**config.mk**
```make
export PLATFORM = sky130hd
export DESIGN_NAME = keyed_deadman_timer
export DESIGN_NICKNAME = d
export VERILOG_FILES = /design/src/rtl/dmt_pkg.sv /design/src/rtl/dmt_regs.sv /design/src/rtl/dmt_counter.sv /design/src/rtl/dmt_keyseq.sv /design/src/rtl/keyed_deadman_timer.sv
export SDC_FILE = /design/constraint.sdc
export NUM_CORES = 1
export LEC_CHECK = 0
export ABC_AREA = 1
export BUFFER_PORTS_ARGS = -buffer_cell sky130_fd_sc_hd__buf_2
export CELL_PAD_IN_SITES_DETAIL_PLACEMENT = 1
export CELL_PAD_IN_SITES_GLOBAL_PLACEMENT = 1
export CORE_MARGIN = 2
export CORE_UTILIZATION = 48
export CTS_BUF_LIST = sky130_fd_sc_hd__clkbuf_2
export DETAILED_ROUTE_END_ITERATION = 10
export PLACE_DENSITY = 0.88
export SLEW_MARGIN = 20
export SYNTH_ARGS = -nofsm -noshare
export SYNTH_HDL_FRONTEND = slang
export SYNTH_HIERARCHICAL = 1
export SYNTH_SLANG_ARGS = --single-unit
```
**constraint.sdc**
```tcl
create_clock -name clk_i -period 8.1 [get_ports clk_i]
set_input_delay 0.81 -clock clk_i [delete_from_list [all_inputs] [get_ports clk_i]]
set_output_delay 0.81 -clock clk_i [all_outputs]
set_load 0.03 [all_outputs]
```
**src/rtl/dmt_pkg.sv**
```systemverilog
package dmt_pkg;
  localparam logic [7:0] OFF_CTRL   = 8'h00;
  localparam logic [7:0] OFF_ARM    = 8'h10;
  localparam logic [7:0] OFF_CONF   = 8'h20;
  localparam logic [7:0] OFF_STAT   = 8'h30;
  localparam logic [7:0] OFF_CNT    = 8'h40;
  localparam logic [7:0] OFF_PER    = 8'h60;
  localparam logic [7:0] OFF_WIN    = 8'h70;
  localparam logic [7:0] OFF_RCAUSE = 8'h80;

  localparam logic [7:0] ARM_KEY  = 8'h40;
  localparam logic [7:0] CONF_KEY = 8'h08;

  localparam int EN_BIT   = 15;
  localparam int WIN_BIT  = 0;
  localparam int EVT_BIT  = 5;
  localparam int BAD2_BIT = 6;
  localparam int BAD1_BIT = 7;
  localparam int RC_BIT   = 5;

  typedef struct packed {
    logic bad1;
    logic bad2;
    logic evt;
  } flags_t;
endpackage

```
**src/rtl/dmt_regs.sv**
```systemverilog
module dmt_regs
  import dmt_pkg::*;
#(
  parameter int AW = 8,
  parameter int DW = 32,
  parameter int CW = 32,
  parameter logic [CW-1:0] PERIOD_RST = 1024,
  parameter logic [CW-1:0] WIN_RST    = 256
) (
  input  logic          clk_i,
  input  logic          rst_ni,
  input  logic          wr_i,
  input  logic [AW-1:0] addr_i,
  input  logic [DW-1:0] wdata_i,
  input  logic          expire_i,
  output logic          en_o,
  output logic [CW-1:0] period_o,
  output logic [CW-1:0] window_o,
  output logic          rcause_o,
  output logic          guard_o,
  output logic          rc_clr_o
);
  logic ctrl_wr, per_wr, win_wr;
  logic en_q, rc_q, guard_q;
  logic [CW-1:0] per_q, win_q;

  assign ctrl_wr  = wr_i && (addr_i == AW'(OFF_CTRL));
  assign per_wr   = wr_i && (addr_i == AW'(OFF_PER));
  assign win_wr   = wr_i && (addr_i == AW'(OFF_WIN));
  assign rc_clr_o = wr_i && (addr_i == AW'(OFF_RCAUSE)) && wdata_i[RC_BIT];

  always_ff @(posedge clk_i or negedge rst_ni) begin
    if (!rst_ni) begin
      en_q    <= 1'b0;
      per_q   <= PERIOD_RST;
      win_q   <= WIN_RST;
      rc_q    <= 1'b0;
      guard_q <= 1'b0;
    end else begin
      // quiet slot follows a stop write
      guard_q <= ctrl_wr && !wdata_i[EN_BIT] && en_q;
      if (ctrl_wr) en_q <= wdata_i[EN_BIT];
      if (per_wr)  per_q <= wdata_i[CW-1:0];
      if (win_wr)  win_q <= wdata_i[CW-1:0];
      if (expire_i)      rc_q <= 1'b1;
      else if (rc_clr_o) rc_q <= 1'b0;
    end
  end

  assign en_o     = en_q;
  assign period_o = per_q;
  assign window_o = win_q;
  assign rcause_o = rc_q;
  assign guard_o  = guard_q;
endmodule

```
**src/rtl/dmt_counter.sv**
```systemverilog
module dmt_counter #(
  parameter int CW = 32
) (
  input  logic          clk_i,
  input  logic          rst_ni,
  input  logic          en_i,
  input  logic [CW-1:0] period_i,
  input  logic [CW-1:0] window_i,
  input  logic          clr_i,
  output logic [CW-1:0] count_o,
  output logic          win_open_o,
  output logic          expire_o
);
  logic [CW-1:0] count_q, thresh;
  logic run, last;

  assign run      = en_i && (period_i != '0);
  assign thresh   = (window_i >= period_i) ? '0 : period_i - window_i;
  // >= also catches a period shrunk below the running count
  assign last     = count_q >= (period_i - CW'(1));
  assign win_open_o = run && (count_q >= thresh);
  assign expire_o   = run && last && !clr_i;

  always_ff @(posedge clk_i or negedge rst_ni) begin
    if (!rst_ni)            count_q <= '0;
    else if (!run)          count_q <= '0;
    else if (clr_i || last) count_q <= '0;
    else                    count_q <= count_q + CW'(1);
  end

  assign count_o = count_q;
endmodule

```
**src/rtl/dmt_keyseq.sv**
```systemverilog
module dmt_keyseq
  import dmt_pkg::*;
(
  input  logic       clk_i,
  input  logic       rst_ni,
  input  logic       en_i,
  input  logic       arm_wr_i,
  input  logic [7:0] arm_key_i,
  input  logic       conf_wr_i,
  input  logic [7:0] conf_key_i,
  input  logic       win_open_i,
  input  logic       expire_i,
  input  flags_t     w1c_i,
  output logic       clr_ok_o,
  output logic       pending_o,
  output flags_t     flags_o
);
  logic   pend_q;
  flags_t flg_q, set;

  assign clr_ok_o = conf_wr_i && pend_q && win_open_i && (conf_key_i == CONF_KEY);
  assign set.bad1 = arm_wr_i && (arm_key_i != ARM_KEY);
  assign set.bad2 = conf_wr_i && !clr_ok_o;
  assign set.evt  = expire_i;

  always_ff @(posedge clk_i or negedge rst_ni) begin
    if (!rst_ni) begin
      pend_q <= 1'b0;
      flg_q  <= '0;
    end else begin
      if (!en_i || conf_wr_i || expire_i) pend_q <= 1'b0;
      else if (arm_wr_i)                  pend_q <= (arm_key_i == ARM_KEY);
      // a new event outranks a simultaneous clear
      flg_q <= set | (flg_q & ~w1c_i);
    end
  end

  assign pending_o = pend_q;
  assign flags_o   = flg_q;
endmodule

```
**src/rtl/keyed_deadman_timer.sv**
```systemverilog
module keyed_deadman_timer
  import dmt_pkg::*;
#(
  parameter int AW = 8,
  parameter int DW = 32,
  parameter int CW = 32,
  parameter logic [CW-1:0] PERIOD_RST = 1024,
  parameter logic [CW-1:0] WIN_RST    = 256
) (
  input  logic          clk_i,
  input  logic          rst_ni,
  input  logic          wr_en_i,
  input  logic          rd_en_i,
  input  logic [AW-1:0] addr_i,
  input  logic [DW-1:0] wdata_i,
  output logic [DW-1:0] rdata_o,
  output logic          rst_req_o,
  output logic          rst_cause_o
);
  logic guard, wr_ok, rd_ok;
  logic en, rcause, rc_clr;
  logic [CW-1:0] period, window, cnt;
  logic win_open, expire, clr_ok, pending;
  logic arm_wr, conf_wr, stat_wr;
  flags_t flags, stat_w1c;
  logic rst_req_q;

  assign wr_ok   = wr_en_i & ~guard;
  assign rd_ok   = rd_en_i & ~guard;
  assign arm_wr  = wr_ok && (addr_i == AW'(OFF_ARM));
  assign conf_wr = wr_ok && (addr_i == AW'(OFF_CONF));
  assign stat_wr = wr_ok && (addr_i == AW'(OFF_STAT));
  assign stat_w1c = stat_wr ? flags_t'({wdata_i[BAD1_BIT], wdata_i[BAD2_BIT], wdata_i[EVT_BIT]})
                            : '0;

  dmt_regs #(
    .AW(AW), .DW(DW), .CW(CW), .PERIOD_RST(PERIOD_RST), .WIN_RST(WIN_RST)
  ) u_regs (
    .clk_i    (clk_i),
    .rst_ni   (rst_ni),
    .wr_i     (wr_ok),
    .addr_i   (addr_i),
    .wdata_i  (wdata_i),
    .expire_i (expire),
    .en_o     (en),
    .period_o (period),
    .window_o (window),
    .rcause_o (rcause),
    .guard_o  (guard),
    .rc_clr_o (rc_clr)
  );

  dmt_counter #(.CW(CW)) u_cnt (
    .clk_i      (clk_i),
    .rst_ni     (rst_ni),
    .en_i       (en),
    .period_i   (period),
    .window_i   (window),
    .clr_i      (clr_ok),
    .count_o    (cnt),
    .win_open_o (win_open),
    .expire_o   (expire)
  );

  dmt_keyseq u_keys (
    .clk_i      (clk_i),
    .rst_ni     (rst_ni),
    .en_i       (en),
    .arm_wr_i   (arm_wr),
    .arm_key_i  (wdata_i[15:8]),
    .conf_wr_i  (conf_wr),
    .conf_key_i (wdata_i[7:0]),
    .win_open_i (win_open),
    .expire_i   (expire),
    .w1c_i      (stat_w1c),
    .clr_ok_o   (clr_ok),
    .pending_o  (pending),
    .flags_o    (flags)
  );

  always_ff @(posedge clk_i or negedge rst_ni) begin
    if (!rst_ni) rst_req_q <= 1'b0;
    else         rst_req_q <= expire;
  end

  always_comb begin
    rdata_o = '0;
    if (rd_ok) begin
      case (addr_i)
        AW'(OFF_CTRL):   rdata_o[EN_BIT] = en;
        AW'(OFF_ARM):    if (pending) rdata_o[15:8] = ARM_KEY;
        AW'(OFF_STAT): begin
          rdata_o[WIN_BIT]  = win_open;
          rdata_o[EVT_BIT]  = flags.evt;
          rdata_o[BAD2_BIT] = flags.bad2;
          rdata_o[BAD1_BIT] = flags.bad1;
        end
        AW'(OFF_CNT):    rdata_o = DW'(cnt);
        AW'(OFF_PER):    rdata_o = DW'(period);
        AW'(OFF_WIN):    rdata_o = DW'(window);
        AW'(OFF_RCAUSE): rdata_o[RC_BIT] = rcause;
        default:         rdata_o = '0;
      endcase
    end
  end

  assign rst_req_o   = rst_req_q;
  assign rst_cause_o = rcause;
endmodule

```
==> results of run 1 <==
-- cell type report --
cell class,instances,area share
antenna,1,0.000216
clock buffer,10,0.00432
clock inverter,6,0.00518
inverter,259,0.0839
multi-input combinational,1350,0.614
sequential,104,0.225
tap,285,0.0308
timing repair buffer,82,0.0367
-- flip-flops by register name (all words and copies together) (netlist names) --
signal            count
u_regs/period_o      32
u_regs/guard_o        1
u_regs/rcause_o       1
u_keys/pending_o      1
rst_req_o             1
u_cnt/count_o        32
u_regs/window_o      32
u_keys/flags_o        3
u_regs/en_o           1
-- worst min-delay path by stage --
stage | from | slack (ns) | to
after floorplan | u_keys/flags_o[1]$_DFF_PN0_ | 0.45 | u_keys/flags_o[1]$_DFF_PN0_
after global placement | u_keys/flags_o[1]$_DFF_PN0_ | 0.47 | u_keys/flags_o[1]$_DFF_PN0_
after detailed placement | u_keys/flags_o[1]$_DFF_PN0_ | 0.48 | u_keys/flags_o[1]$_DFF_PN0_
after CTS | rst_ni | 0.19 | u_regs/period_o[4]$_DFFE_PN0P_
after global routing | rst_ni | 0.18 | u_regs/period_o[4]$_DFFE_PN0P_
final | rst_ni | 0.18 | u_regs/period_o[4]$_DFFE_PN0P_
-- per-stage QoR --
stage          worst slack (ns)  power [mW]  cell area (sq um)
5_1_grt                    1.71        2.01              11600
6_report                   2.07        1.86              11600
4_1_cts                    2.13        1.86              11600
3_3_place_gp               3.02        1.55              11500
3_5_place_dp               2.71        1.59              11500
2_1_floorplan              4.00        1.30              10900
-- power by group --
group	leakage [nW]	switching (mW)	internal [mW]	total [mW]
sequential	1.42	0.0299	0.538	0.568
clock	0.0725	0.206	0.0520	0.258
combinational	5.18	0.714	0.325	1.04
-- critical path, stage by stage, from the launching register on --
cell and delay (ns):
dfrtp_1 0.56, ha_1 0.46, nand2_1 0.16, nor2_2 0.21
nand2_2 0.12, nor2_4 0.15, nand2_4 0.07, a21oi_4 0.45
buf_4 0.43, nand3_2 0.13, ha_1 0.32, a21oi_1 0.21
o21ai_0 0.16, nand2_1 0.09, nand2_1 0.05, a21oi_1 0.22
nand3_1 0.18, nand2_1 0.09, inv_1 0.05, nand2_1 0.07
nand2_1 0.06, nor2_1 0.11, nor2_1 0.05, buf_2 0.17
-- layer usage --
metal,vias up,GRT usage,wire length [um]
met4,2,0.128,1460
li1,5566,-,-
met5,-,0,12
met2,416,0.574,18900
met3,91,0.0557,2980
met1,5783,0.478,18300
==> impl_metrics.tcl, run 1 <==
set metrics [dict create \
    cp-endpoint "rdata_o[0]" \
    holdBufCountCts 0 \
    reg2reg_to "u_keys/pending_o$_DFFE_PN0P_" \
    crit_fanout 20 \
    crit_start "u_regs/period_o[17]$_DFFE_PN0P_" \
    fmax_mhz 166 \
    drv_cap 0 \
    fin_tns_setup_ns 0 \
    final_cells 2097 \
    cts_sinks 104 \
    startpoint_type "flop" \
    total_leakage_power_nw 6.67 \
    die_x_um 155 \
    area_delta_synth_final_pct 6.02 \
    ios 78 \
    die_area_sq_um 24000 \
    coreArea_sq_um 22500 \
    ff_latch_area_sq_um 2610 \
    report.final.slew_viol_count 0 \
    rsz0062_at_grt "no" \
    worst_slew_pin_slew_ns 1.01 \
    cts_resized 0 \
    layout_common_cells "nand2_1 (642), inv_1 (249), nor2_1 (182)" \
    grt_pass1_wl_um 65700 \
    grt.total_usage 0.354 \
    n_fill_cell 3214 \
    whs_ns 0.176 \
    final_common_cell "nand2_1" \
    cp.arrival_ns 5.22 \
    avgSynthCellArea_sq_um 6.26 \
    syn-cell-area_sq_um 10900 \
    multi_input_area_sq_um 7120 \
    detail_route.wl_per_cell_um 19.9 \
    status "completed" \
    firstDrtPassIters 5 \
    cts_made_buffers 9 \
    portBuffers 77 \
    viasPerCell 5.65 \
    required_ns 7.29 \
    clockRootBuffer "clkbuf_2" \
    rows 55 \
    vias 11900 \
    r2r_start "u_regs/period_o[17]$_DFFE_PN0P_" \
    slew_headroom 0.328 \
    hpwl_um 33600 \
    fin_util 0.515 \
    initial_utilization 0.486 \
    first_global_vias 12200 \
    drive_gt1_frac 0.109 \
    nNetsFinal 1949 \
    reg2reg_depth 27 \
    yosysWarnings 6 \
    grt_max_degree 56 \
    cts_tree "done" \
    critPathKind "reg2out" \
    setup_violations 0 \
    first_iter_violations 852 \
    placed_cells 2080 \
    synthCells 1746 \
    clk_latency_ns 0.64 \
    hold_path_class "in2async" \
    gp_congestion 0.993 \
    finalHoldViolCount 0 \
    fin_skew_ns 0.0529 \
    syn-num-nets 1889 \
    drc_errors 0 \
    die_h_um 155 \
    ant_nets 0 \
    drt-total-wl_um 41700 \
    fin_crit_sh 0.744 \
    reg2reg_setup_slack_ns 2.47 \
    min_period_ns 6.03 \
    end_kind "primary output" \
    p_per_area_nw_per_um2 161 \
    path_clk_slew_ns 0.36 \
    grt_overflow 0 \
    clockBufferDepth 2 \
    antenna_found_initial 2 \
    h-tree-depth 3 \
    cts_setup_buffers 0 \
    vdd_drop_max_uv 121 \
]
(Power assumes the default switching activity.)
==> run 2, diff against run 1 <==
--- a/config.mk
+++ b/config.mk
@@ -10,10 +10,10 @@
 export CELL_PAD_IN_SITES_DETAIL_PLACEMENT = 1
 export CELL_PAD_IN_SITES_GLOBAL_PLACEMENT = 1
 export CORE_MARGIN = 2
-export CORE_UTILIZATION = 48
+export CORE_UTILIZATION = 45
 export CTS_BUF_LIST = sky130_fd_sc_hd__clkbuf_2
 export DETAILED_ROUTE_END_ITERATION = 10
-export PLACE_DENSITY = 0.88
+export PLACE_DENSITY = 0.84
 export SLEW_MARGIN = 20
 export SYNTH_ARGS = -nofsm -noshare
 export SYNTH_HDL_FRONTEND = slang
==> constraint.sdc (replaced) <==
create_clock -name clk_i -period 5.88 [get_ports clk_i]
set_input_delay 0.588 -clock clk_i [delete_from_list [all_inputs] [get_ports clk_i]]
set_output_delay 0.588 -clock clk_i [all_outputs]
set_load 0.03 [all_outputs]
==> impl_metrics.tcl, run 2 (same netlist as run 1, synthesis figures left out) <==
set metrics [dict create \
    status "completed" \
    hold_path_class "in2reg" \
    h-tree-depth 3 \
    final_cells 2156 \
    ant_nets 0 \
    clkPwrFrac 0.163 \
    grt.total_usage 0.327 \
    place_ws_ns 0.449 \
    viasPerCell 5.47 \
    switching_share 0.476 \
    drt-total-wl_um 41900 \
    p_per_area_nw_per_um2 230 \
    hp-start "wdata_i[31]" \
    coreArea_sq_um 24100 \
    vdd_drop_max_uv 128 \
    worst_slew_pin_slew_ns 1.05 \
    worst_path_largest_cell_delay_ns 0.48 \
    ios 78 \
    detail_route.wl_per_cell_um 19.4 \
    cts_sinks 104 \
    fin_area_sq_um 11800 \
    total_power_mw 2.72 \
    drv_cap 0 \
    startpoint_type "flop" \
    rows 57 \
    worst_slack_ns 0.309 \
    cp.arrival_ns 4.98 \
    grt_max_degree 56 \
    intPower_mw 1.42 \
    gp_congestion 0.976 \
    worst_path_max_delay_cell "dfrtp_1" \
    drive_gt1_frac 0.117 \
    total_leakage_power_nw 6.79 \
    die_x_um 160 \
    use_met2 0.532 \
    min_period_ns 5.57 \
    fin_tns_setup_ns 0 \
    fin_skew_ns 0.0347 \
    critPathKind "reg2out" \
    clk_latency_ns 0.65 \
    required_ns 5.29 \
    finalHoldViolCount 0 \
    fin_util 0.491 \
    portBuffers 77 \
    rsz0062_at_grt "no" \
    grt_overflow 0 \
    whs_ns 0.122 \
    nNetsFinal 1968 \
    path_common_cell "nand2_1" \
    slew_headroom 0.299 \
    placed_area_sq_um 11600 \
    firstDrtPassIters 5 \
    grt_pass1_wl_um 65000 \
    initial_utilization 0.453 \
    antenna_found_initial 1 \
    seq_power_share 0.287 \
    clockRootBuffer "clkbuf_2" \
    area_delta_synth_final_pct 8.29 \
    placed_cells 2129 \
    crit_fanout 11 \
    drc_errors 0 \
    grt-busiest-layer "met2" \
    vias 11800 \
    use_met1 0.449 \
    r2r_start "u_regs/period_o[0]$_DFFE_PN0P_" \
    first_global_vias 12000 \
    final_common_cell "nand2_1" \
    clockBufferDepth 2 \
    cts_made_buffers 9 \
    cts_tree "done" \
    first_iter_violations 719 \
    die_h_um 160 \
    power_switching_mw 1.29 \
    setup_violations 0 \
    hpwl_um 33700 \
    combPwrFrac 0.549 \
    die_area_sq_um 25600 \
    fmax_mhz 179 \
    n_fill_cell 3436 \
    report.final.slew_viol_count 0 \
    path_clk_slew_ns 0.30 \
    crit_start "u_regs/period_o[0]$_DFFE_PN0P_" \
    layout_common_cells "nand2_1 (642), inv_1 (249), nor2_1 (182)" \
    end_kind "primary output" \
    fin_crit_sh 0.947 \
    use_met3 0.0504 \
]
## run 2: final timing paths
| kind | endpoint | slack [ns] | cells past startpoint |
|---|---|---|---|
| worst max-delay path | rdata_o[0] | 0.31 | 28 |
| worst min-delay path | u_regs/window_o[31]$_DFFE_PN0P_ | 0.12 | 3 |
| worst max register to register | u_cnt/count_o[27]$_DFF_PN0_ | 0.55 | 32 |
| worst min register to register | u_regs/window_o[8]$_DFFE_PN1P_ | 0.53 | 2 |
| max in group asynchronous | u_regs/window_o[21]$_DFFE_PN0P_ | 4.16 | 3 |
| min in group asynchronous | u_regs/period_o[6]$_DFFE_PN0P_ | 0.47 | 2 |
## run 2: worst max-delay path, delay by kind of cell, from the launching register on
kind            cells  cell delay (ns)
flops               1             0.48
buf+inv             5             0.75
fa+ha+maj           3             0.71
simple gates       19             2.06
compound gates      1             0.31
## run 2: power groups by stage
stage               clock [mW]  sequential [mW]  combinational (mW)
floorplan                    0            0.774                1.02
global placement             0            0.788                1.36
detailed placement           0            0.789                1.42
CTS                      0.454            0.778                1.43
global route             0.471            0.783                1.66
finish                   0.444            0.780                1.49
## run 2: final cells by class
| class | instances | area, sq um | share of cell area |
|---|---|---|---|
| antenna | 2 | 5.00 | 0.000423 |
| clock buffer | 10 | 50.0 | 0.00423 |
| clock inverter | 6 | 108 | 0.00909 |
| inverter | 259 | 972 | 0.0821 |
| multi-input combinational | 1350 | 7120 | 0.601 |
| sequential | 104 | 2610 | 0.220 |
| tap | 324 | 405 | 0.0342 |
| timing repair buffer | 101 | 574 | 0.0485 |
## run 2: repair_timing
action                                  in CTS  in global routing
hold endpoints to repair                    48                  0
gates resized for setup                      0                  1
endpoints found under the setup margin       0                 24
buffers inserted                             0                  8
hold buffers                                 1                  0
## run 2: metal layers
metal | up-vias | wire length (um)
met3 | 70 | 2850
li1 | 5613 | -
met4 | 0 | 1110
met2 | 370 | 19000
met1 | 5747 | 18900
met5 | - | 0
